==> src/rtl/sdr_wchk_pkg.sv <==
package sdr_wchk_pkg;

  localparam logic [2:0] OP_NOP = 3'd0;
  localparam logic [2:0] OP_ACT = 3'd1;
  localparam logic [2:0] OP_RD  = 3'd2;
  localparam logic [2:0] OP_WR  = 3'd3;
  localparam logic [2:0] OP_PRE = 3'd4;
  localparam logic [2:0] OP_BST = 3'd5;

  // lower value wins when several rules fail at once
  typedef enum logic [2:0] {
    ERR_NONE      = 3'd0,
    ERR_ILLEGAL   = 3'd1,
    ERR_BUSY      = 3'd2,
    ERR_EARLY_ACT = 3'd3,
    ERR_TRCD      = 3'd4,
    ERR_TWR       = 3'd5,
    ERR_TRAS      = 3'd6
  } err_e;

  typedef enum logic [1:0] {
    ST_IDLE    = 2'd0,
    ST_ACTIVE  = 2'd1,
    ST_WRITING = 2'd2,
    ST_PRECH   = 2'd3
  } bst_e;

endpackage

==> src/rtl/sdr_wchk_bank.sv <==
module sdr_wchk_bank
  import sdr_wchk_pkg::*;
#(
  parameter int unsigned TRCD = 3,
  parameter int unsigned TWR  = 2,
  parameter int unsigned TRP  = 3,
  parameter int unsigned TRAS = 7,
  parameter int unsigned BL   = 4,
  parameter int unsigned CW   = 5
) (
  input  logic       clk,
  input  logic       rst_n,
  input  logic       hit,
  input  logic [2:0] op,
  input  logic       a10,
  output err_e       err,
  output bst_e       st_o
);

  // a window "illegal while d < N" is loaded with N-1 on the command edge
  localparam logic [CW-1:0] RCD_LD   = CW'(TRCD - 1);
  localparam logic [CW-1:0] RAS_LD   = CW'(TRAS - 1);
  localparam logic [CW-1:0] REC_LD   = CW'(BL + TWR - 2);
  localparam logic [CW-1:0] EPRE_LD  = CW'(TRP - 1);
  localparam logic [CW-1:0] APRE_LD  = CW'(BL + TWR + TRP - 2);
  localparam logic [CW-1:0] WA_SLACK = CW'(BL + TWR - 1);

  bst_e          st_q, eff;
  logic          auto_q;
  logic [CW-1:0] rcd_q, ras_q, rec_q, pre_q;
  logic          open_b;
  err_e          blk_err;

  function automatic logic [CW-1:0] tick(input logic [CW-1:0] v);
    return (v == '0) ? v : v - 1'b1;
  endfunction

  // state as seen this cycle, with expired windows already collapsed
  always_comb begin
    eff = st_q;
    if (st_q == ST_WRITING && rec_q == '0) eff = ST_ACTIVE;
    if (st_q == ST_PRECH && pre_q == '0)   eff = ST_IDLE;
  end

  assign open_b  = (eff == ST_ACTIVE) || (eff == ST_WRITING);
  assign blk_err = auto_q ? ERR_BUSY : ERR_ILLEGAL;
  assign st_o    = eff;

  always_comb begin
    err = ERR_NONE;
    if (hit) begin
      case (op)
        OP_ACT: begin
          if (eff == ST_PRECH)  err = ERR_EARLY_ACT;
          else if (open_b)      err = ERR_ILLEGAL;
        end
        OP_WR: begin
          if (eff == ST_IDLE)                   err = ERR_ILLEGAL;
          else if (eff == ST_PRECH)             err = blk_err;
          else if (rcd_q != '0)                 err = ERR_TRCD;
          else if (a10 && (ras_q > WA_SLACK))   err = ERR_TRAS;
        end
        OP_RD, OP_BST: begin
          if (eff == ST_IDLE)        err = ERR_ILLEGAL;
          else if (eff == ST_PRECH)  err = blk_err;
        end
        OP_PRE: begin
          if (eff == ST_PRECH && auto_q) err = ERR_BUSY;
          else if (open_b) begin
            if (rec_q != '0)       err = ERR_TWR;
            else if (ras_q != '0)  err = ERR_TRAS;
          end
        end
        default: ;
      endcase
    end
  end

  always_ff @(posedge clk) begin
    if (!rst_n) begin
      st_q   <= ST_IDLE;
      auto_q <= 1'b0;
      rcd_q  <= '0;
      ras_q  <= '0;
      rec_q  <= '0;
      pre_q  <= '0;
    end else begin
      st_q  <= eff;
      rcd_q <= tick(rcd_q);
      ras_q <= tick(ras_q);
      rec_q <= tick(rec_q);
      pre_q <= tick(pre_q);
      if (hit && err == ERR_NONE) begin
        case (op)
          OP_ACT: begin
            st_q   <= ST_ACTIVE;
            auto_q <= 1'b0;
            rcd_q  <= RCD_LD;
            ras_q  <= RAS_LD;
            rec_q  <= '0;
          end
          OP_WR: begin
            if (a10) begin
              st_q   <= ST_PRECH;
              auto_q <= 1'b1;
              pre_q  <= APRE_LD;
              rec_q  <= '0;
            end else begin
              st_q  <= ST_WRITING;
              rec_q <= REC_LD;
            end
          end
          OP_PRE: begin
            if (open_b) begin
              st_q   <= ST_PRECH;
              auto_q <= 1'b0;
              pre_q  <= EPRE_LD;
            end
          end
          default: ;
        endcase
      end
    end
  end

endmodule

==> config.mk <==
export PLATFORM = sky130hd
export DESIGN_NAME = sdr_wchk_bank
export DESIGN_NICKNAME = d
export VERILOG_FILES = /design/src/rtl/sdr_wchk_pkg.sv /design/src/rtl/sdr_wchk_bank.sv
export SDC_FILE = /design/constraint.sdc
export NUM_CORES = 1
export LEC_CHECK = 0
export BUFFER_PORTS_ARGS = -buffer_cell sky130_fd_sc_hd__buf_2
export CAP_MARGIN = 5
export CORE_UTILIZATION = 54
export DETAILED_ROUTE_END_ITERATION = 7
export GPL_TIMING_DRIVEN = 0
export MAX_ROUTING_LAYER = met4
export PLACE_DENSITY = 0.76
export SETUP_SLACK_MARGIN = 0.3
export SLEW_MARGIN = 20
export SYNTH_ARGS = -nofsm -noshare
export SYNTH_HDL_FRONTEND = slang
export SYNTH_SLANG_ARGS = --single-unit
==> constraint.sdc <==
create_clock -name clk -period 2.6 [get_ports clk]
set_clock_uncertainty 0.15 [all_clocks]
set_input_delay 0.52 -clock clk [delete_from_list [all_inputs] [get_ports clk]]
set_output_delay 0.52 -clock clk [all_outputs]
set_load 0.02 [all_outputs]
==> out/summary.txt, run 1 <==
Cell Area, Placed = 0.00190 mm²
XOR/XNOR share of the synthesized area = 6.55%
WP data arrival = 2.47 ns
Die Width = 56.5 µm
Routability cong. = 0.894
I/O Buffers = 11
Largest family of logic cells by synthesized area = simple AND/OR/NAND/NOR gates
TritonRoute pass-1 iters = 5
Highest routing layer actually used = met4
Failing checks = setup timing
CTS sink count = 23
1st-iter DRT viols = 290
Worst Path Buf+Inv = 4
Leakage = 1.08 nW
GRT Total Usage = 38.3%
CTS root buffer = clkbuf_4
CTS H-tree depth = 1
Post-synth top area cell = dfxtp_1
DR WL met2 = 3520 µm
Max-cap violation count = 0
# IOs = 12
Mux share of post-synthesis cell area = 0%
VDD IR max = 1.35 mV
Hold path cells = 2
Critical path cell sequence = inv_2 > ha_4 > or4b_4 > buf_6 > nor3b_4 > buf_12 > a221oi_4 > nor4_4 > buf_4
Met3 wire length = 746 µm
Power Density = 1080 mW/mm²
TNS Setup = -5.09 ns
Synth Flop Type = dfxtp_1
Core ar. = 0.00278 mm²
Fin crit period = 3.14 ns
Slew Limit Fails = 0
Maximum number of pins on one net before global-route repair = 13
Post-synthesis register bit count = 23
Dpl hpwl = 2950 µm
CP Launch Type = flip-flop
Status = finished with violations
Slowest Stage Delay on Critical Path = 0.45 ns
Slew @ Worst Pin = 0.605 ns
Number of global-route vias before repair = 1821
Post-DR wirelength/cell = 27.0 µm
Synth Area in Simple Gates = 30.4%
Tcrit/Tclk final = 121%
Unrepaired setup endpoints after global routing = yes
Final setup viols = 28
Vias per cell = 7.23
Post-Synth Adder-Cell Area = 8.57%
Post-Route M1 WL = 2670 µm
Final Routed Wirelength = 7620 µm
Syn avg cell area = 8.36 µm²
Fin. Hold Viols = 0
Nets = 270
Grt ovf = 0
DRC = 0
Critical path class = reg -> out
Post-synth top area share = 28.7%
Via count = 2038
Synth Net Count = 210
Synth top area cells = dfxtp_1 (29%), ha_1 (8.6%), xnor2_1 (4.9%)
Hold Crit Class = reg -> reg
Worst rel slew slack = 59.6%
Asr flop ratio synth = 0%
Crit-path leading delay family = simple AND/OR/NAND/NOR gates
Die area = 0.00320 mm²
Ant. Diodes = 0
Critical-path maximum fanout = 3
Starting Density = 57.7%
Die Height = 56.5 µm
CP max stage cell = or4b_4
Critical Path Sink Type = output pin
TritonCTS Buffers = 3
Design Area, Final = 0.00263 mm²
TritonCTS clock tree = built
Rows = 19
Total number of yosys warnings = 0
Seq/Total Area, Yosys = 28.7%
Area Growth Syn to Fin = 63.6%
Clk slew on worst S/H paths = 0.14 ns
Initial antenna violation count = 0
Global-route wire length before repair = 9110 µm
Synthesized cell area = 0.00161 mm²
Reg2reg setup slack = -0.38 ns
Post-synth cell types = 52
Cells after Synth = 192
WP depth = 9
Clock tree buffer depth = 2
Post-route ant nets = 0
Share of cells above drive strength 1 = 50.6%
Power Total = 0.00284 W
Fin worst setup slack = -0.537 ns
Number of synthesized flops with an enable pin = 0
Worst slack, placed = -0.231 ns
Post-synthesis compound-gate area fraction = 21.2%
Clock latency on the worst-skew pair = 0.34 ns
Path depth of the worst reg2reg path = 13
Required time of the critical path = 1.93 ns
Max Clock Freq = 319 MHz
Final hold slack = 0.410 ns
-- worst register-to-register path: stages, from the launching register on --
cell and delay [ns]:
dfxtp_2 0.37, inv_2 0.05, ha_4 0.15, buf_4 0.12, nor4b_4 0.12, buf_6 0.14, buf_12 0.14, a221oi_4 0.33
o32a_1 0.28, buf_4 0.13, buf_6 0.10, nand3_4 0.07, or3_4 0.42, o311a_1 0.31
-- sequential cells by signal (all words and copies together), names as in the netlist --
signal,cells
auto_q,1
pre_q,5
ras_q,5
rcd_q,5
rec_q,5
st_q,2
-- final timing paths --
kind | start | endpoint
setup reg to reg | rec_q[1] | auto_q
hold / removal | ras_q[0] | ras_q[0]
setup / recovery | rec_q[0] | err[1]
hold reg to reg | ras_q[0] | ras_q[0]
-- power breakdown --
part,internal [W],total [W],switching [W]
Combinational,0.000950,0.00197,0.00102
Sequential,0.000496,0.000688,0.000192
Clock,0.0000604,0.000189,0.000129
-- repair_timing --
action,4_1_cts,5_1_grt
buffers inserted,34,10
endpoints found under the hold margin,0,0
setup endpoints to repair,28,28
resized for setup,58,15
hold buffers,0,0
pin swaps,29,9
-- layer usage --
metal	up-vias	track usage, %
li1	818	-
met1	958	44.7
met2	190	63.2
met3	72	4.61
met4	0	22.3
met5	-	-
-- through the flow --
step,util [%],instances
final,94.4,282
after global placement,68.4,234
after floorplan,-,192
after CTS,89.0,272
after detailed placement,68.4,234
after global routing,94.4,282
-- logic make-up (layout without fill, tap and decap cells) --
| group | count (synthesis) | after routing |
|---|---|---|
| flops | 23 | 23 |
| buf+inv | 19 | 78 |
| compound gates | 46 | 46 |
| fa+ha+maj | 11 | 11 |
| simple gates | 81 | 81 |
| xor+xnor | 12 | 12 |
-- cells in the mapped netlist (all sizes together), types with 4 or more instances --
master   n
nand2   18
a21oi    7
nor2b    4
ha      11
xnor2    9
inv     15
or2      4
a211oi   4
dfxtp   23
nor3    12
nor2    15
o21a     6
nor4b    5
o21ai    5
-- cell type report --
type | instances | area, µm²
plain buffers | 4 | 40.0
clock buffers | 4 | 26.3
fillers | 81 | 155
inverters | 15 | 56.3
multi-input cells | 150 | 1510
flip-flops and latches | 23 | 470
well taps | 31 | 38.8
repair buffers | 55 | 483
-- placed cells by master, fill, tap and decap left out, types with 3 or more instances in the layout --
| cell | synthesis | routed |
|---|---|---|
| inv_1 | 15 | 10 |
| nor2_1 | 15 | 13 |
| buf_4 | 0 | 31 |
| a21oi_1 | 7 | 4 |
| dfxtp_2 | 0 | 5 |
| nor4b_4 | 1 | 5 |
| buf_2 | 2 | 6 |
| nand2_1 | 18 | 15 |
| dfxtp_1 | 23 | 17 |
| o21a_1 | 6 | 6 |
| xor2_1 | 3 | 3 |
| buf_6 | 0 | 18 |
| nor3_1 | 11 | 4 |
| ha_4 | 0 | 3 |
| ha_1 | 11 | 8 |
| xnor2_1 | 9 | 9 |
| nor2b_1 | 4 | 4 |
| o21ai_2 | 0 | 4 |
| clkbuf_4 | 0 | 3 |
| a21oi_2 | 0 | 3 |
| nor4_4 | 0 | 3 |
| a221oi_4 | 0 | 3 |
| inv_2 | 0 | 5 |
| nor3_2 | 0 | 6 |
(Power assumes the default switching activity.)
==> run 2, diff against run 1 <==
--- a/config.mk
+++ b/config.mk
@@ -6,12 +6,12 @@
 export NUM_CORES = 1
 export LEC_CHECK = 0
 export BUFFER_PORTS_ARGS = -buffer_cell sky130_fd_sc_hd__buf_2
-export CAP_MARGIN = 5
+export CAP_MARGIN = 10
 export CORE_UTILIZATION = 54
 export DETAILED_ROUTE_END_ITERATION = 7
 export GPL_TIMING_DRIVEN = 0
 export MAX_ROUTING_LAYER = met4
-export PLACE_DENSITY = 0.76
+export PLACE_DENSITY = 0.75
 export SETUP_SLACK_MARGIN = 0.3
 export SLEW_MARGIN = 20
 export SYNTH_ARGS = -nofsm -noshare
==> run 2 against run 1 <==
The run still ends with setup timing left. Register-to-register slack worse by 0.07 ns. Global-route usage down 4.3 points. Clock power about the same. Non-clock buffer count up 6. Flip-flop and latch count unchanged. First-iteration DRC count down 3.4%. Via count up 1.5%. Clock-buffer cell count unchanged. Hold slack worse by 0.0098 ns. Sequential share of layout area down 0.11 points. Cell count up 2.1%. Fmax about the same. Critical endpoint unchanged.
==> out/summary.txt, run 2 (synthesized netlist as in run 1, its figures left out) <==
Crit. Startpoint = rec_q[0]
TritonRoute pass-1 iters = 7 (+2)
Routability cong. = 0.891 (-0.26%)
Slew Limit Fails = 0 (unchanged)
Util after Layout = 96.0% (+1.6 points)
Fin crit period = 3.14 ns (+0.00178 ns)
Cell Area, Placed = 0.00190 mm² (unchanged)
Slew @ Worst Pin = 0.571 ns (-0.0334 ns)
Power Density = 1100 mW/mm² (+1.7%)
CP Launch Type = flip-flop
Hold Crit Class = in -> reg
Global-route wire length before repair = 8210 µm (-9.8%)
Starting Density = 57.7% (unchanged)
Number of global-route vias before repair = 1768 (-2.9%)
Dpl cells = 234 (unchanged)
TritonCTS Buffers = 3 (unchanged)
Hold Buf Count CTS = 0 (unchanged)
Final setup viols = 19 (-32%)
Max-cap violation count = 0 (unchanged)
Grt ovf = 0 (unchanged)
Post-route ant nets = 0 (unchanged)
Leakage = 1.11 nW (+2.8%)
Non-filler cells, final = 288 (+2.1%)
Max Clock Freq = 319 MHz (about the same)
Highest routing layer actually used = met4
Worst rel slew slack = 61.9% (+2.3 points)
Die Height = 56.5 µm (unchanged)
Critical-path maximum fanout = 3 (unchanged)
Reg2reg end = auto_q
Hold path start = rst_n
CTS root buffer = clkbuf_4
Leading cell types in the layout, fill and taps excluded = buf_4 (35), buf_6 (19), nand2_1 (16), dfxtp_1 (15), nor2_1 (14)
Fin worst setup slack = -0.539 ns (-0.00178 ns)
Fin. Hold Viols = 0 (unchanged)
1st-iter DRT viols = 280 (-3.4%)
Die area = 0.00320 mm² (unchanged)
Core ar. = 0.00278 mm² (unchanged)
TritonCTS clock tree = built
Ant. Diodes = 0 (unchanged)
GRT Total Usage = 34.1% (-4.3 points)
Clk slew on worst S/H paths = 0.14 ns (about the same)
Clock tree buffer depth = 2 (unchanged)
Initial antenna violation count = 0 (unchanged)
Fillers = 59 (-27%)
Area Growth Syn to Fin = 66.3%
Share of cells above drive strength 1 = 52.9% (+2.3 points)
Maximum number of pins on one net before global-route repair = 13 (unchanged)
CTS sink count = 23 (unchanged)
# IOs = 12 (unchanged)
Unrepaired setup endpoints after global routing = yes
Reg2reg setup slack = -0.45 ns (-0.07 ns)
I/O Buffers = 11 (unchanged)
Critical path class = reg -> out
Post-Route M1 WL = 2700 µm (+0.97%)
Status = finished with violations
Post-DR wirelength/cell = 26.5 µm (-1.7%)
Required time of the critical path = 1.93 ns (about the same)
Vias per cell = 7.18 (-0.64%)
Worst Hold End = rec_q[0]
Path depth of the worst reg2reg path = 13 (unchanged)
Reg2reg start = pre_q[0]
Commonest non-fill, non-tap cell in the layout = buf_4
DRC = 0 (unchanged)
Nets = 276 (+2.2%)
Final Routed Wirelength = 7650 µm (+0.38%)
Via count = 2068 (+1.5%)
WP data arrival = 2.47 ns (about the same)
Clock latency on the worst-skew pair = 0.35 ns (about the same)
Design Area, Final = 0.00267 mm² (+1.7%)
Met3 wire length = 734 µm (-1.6%)
CTS H-tree depth = 1 (unchanged)
Dpl hpwl = 2960 µm (+0.22%)
DR WL met2 = 3510 µm (about the same)
Rows = 19 (unchanged)
VDD IR max = 1.29 mV (-4.5%)
Die Width = 56.5 µm (unchanged)
Critical Path Sink Type = output pin
Final hold slack = 0.401 ns (-0.00984 ns)
TNS Setup = -6.29 ns (-1.20 ns)
Failing checks = setup timing
Hold path cells = 3 (+1)
Tcrit/Tclk final = 121% (about the same)
-- run 2: cell type report --
type                    count  area (µm²)  share of cell area, %
plain buffers               4        41.3                   1.55
clock buffers               4        26.3                  0.984
inverters                  15        61.3                   2.30
multi-input cells         150        1480                   55.5
flip-flops and latches     23         475                   17.8
well taps                  31        38.8                   1.45
repair buffers             61         544                   20.4
-- run 2: routing by layer --
metal	track usage, %	vias to the layer above
met5	-	-
met1	38.4	953
li1	-	832
met2	55.8	198
met3	5.76	85
met4	21.3	0
-- run 2: per-stage QoR --
step	power [W]	setup WS (ns)
6_report	0.00294	-0.539
5_1_grt	0.00300	-0.572
4_1_cts	0.00235	-0.412
3_5_place_dp	0.00184	-0.218
3_3_place_gp	0.00178	-0.195
2_1_floorplan	0.00162	0.0113
-- run 2: worst max path at each step --
stage               depth (start not counted)     end  slack, ns
finish                                      9  err[1]      -0.54
global route                                9  err[1]      -0.57
CTS                                         9  err[1]      -0.41
detailed placement                          7  err[1]      -0.22
global placement                            7  err[2]      -0.19
floorplan                                   7  err[1]       0.01
-- run 2: worst max-delay path, cell delays in order, from the launching register on --
cell and delay [ns]:
dfxtp_2 0.36, inv_2 0.09, ha_4 0.15, or4b_4 0.46
buf_6 0.14, nor3b_4 0.23, buf_12 0.15, a221oi_4 0.04
nor4_4 0.31, buf_4 0.19
-- run 2: repair_timing --
| item | 4_1_cts | 5_1_grt |
|---|---|---|
| buffers inserted | 28 | 22 |
| gates resized for setup | 44 | 33 |
| pin swaps | 21 | 8 |
| gates cloned | 0 | 0 |
| setup endpoints to repair | 28 | 28 |
-- run 2: report_power, final --
| group | total [W] | switching (W) | internal [W] | leakage [nW] |
|---|---|---|---|---|
| Combinational | 0.00205 | 0.00106 | 0.000985 | 0.897 |
| Sequential | 0.000700 | 0.000201 | 0.000499 | 0.193 |
| Clock | 0.000190 | 0.000129 | 0.0000606 | 0.0150 |
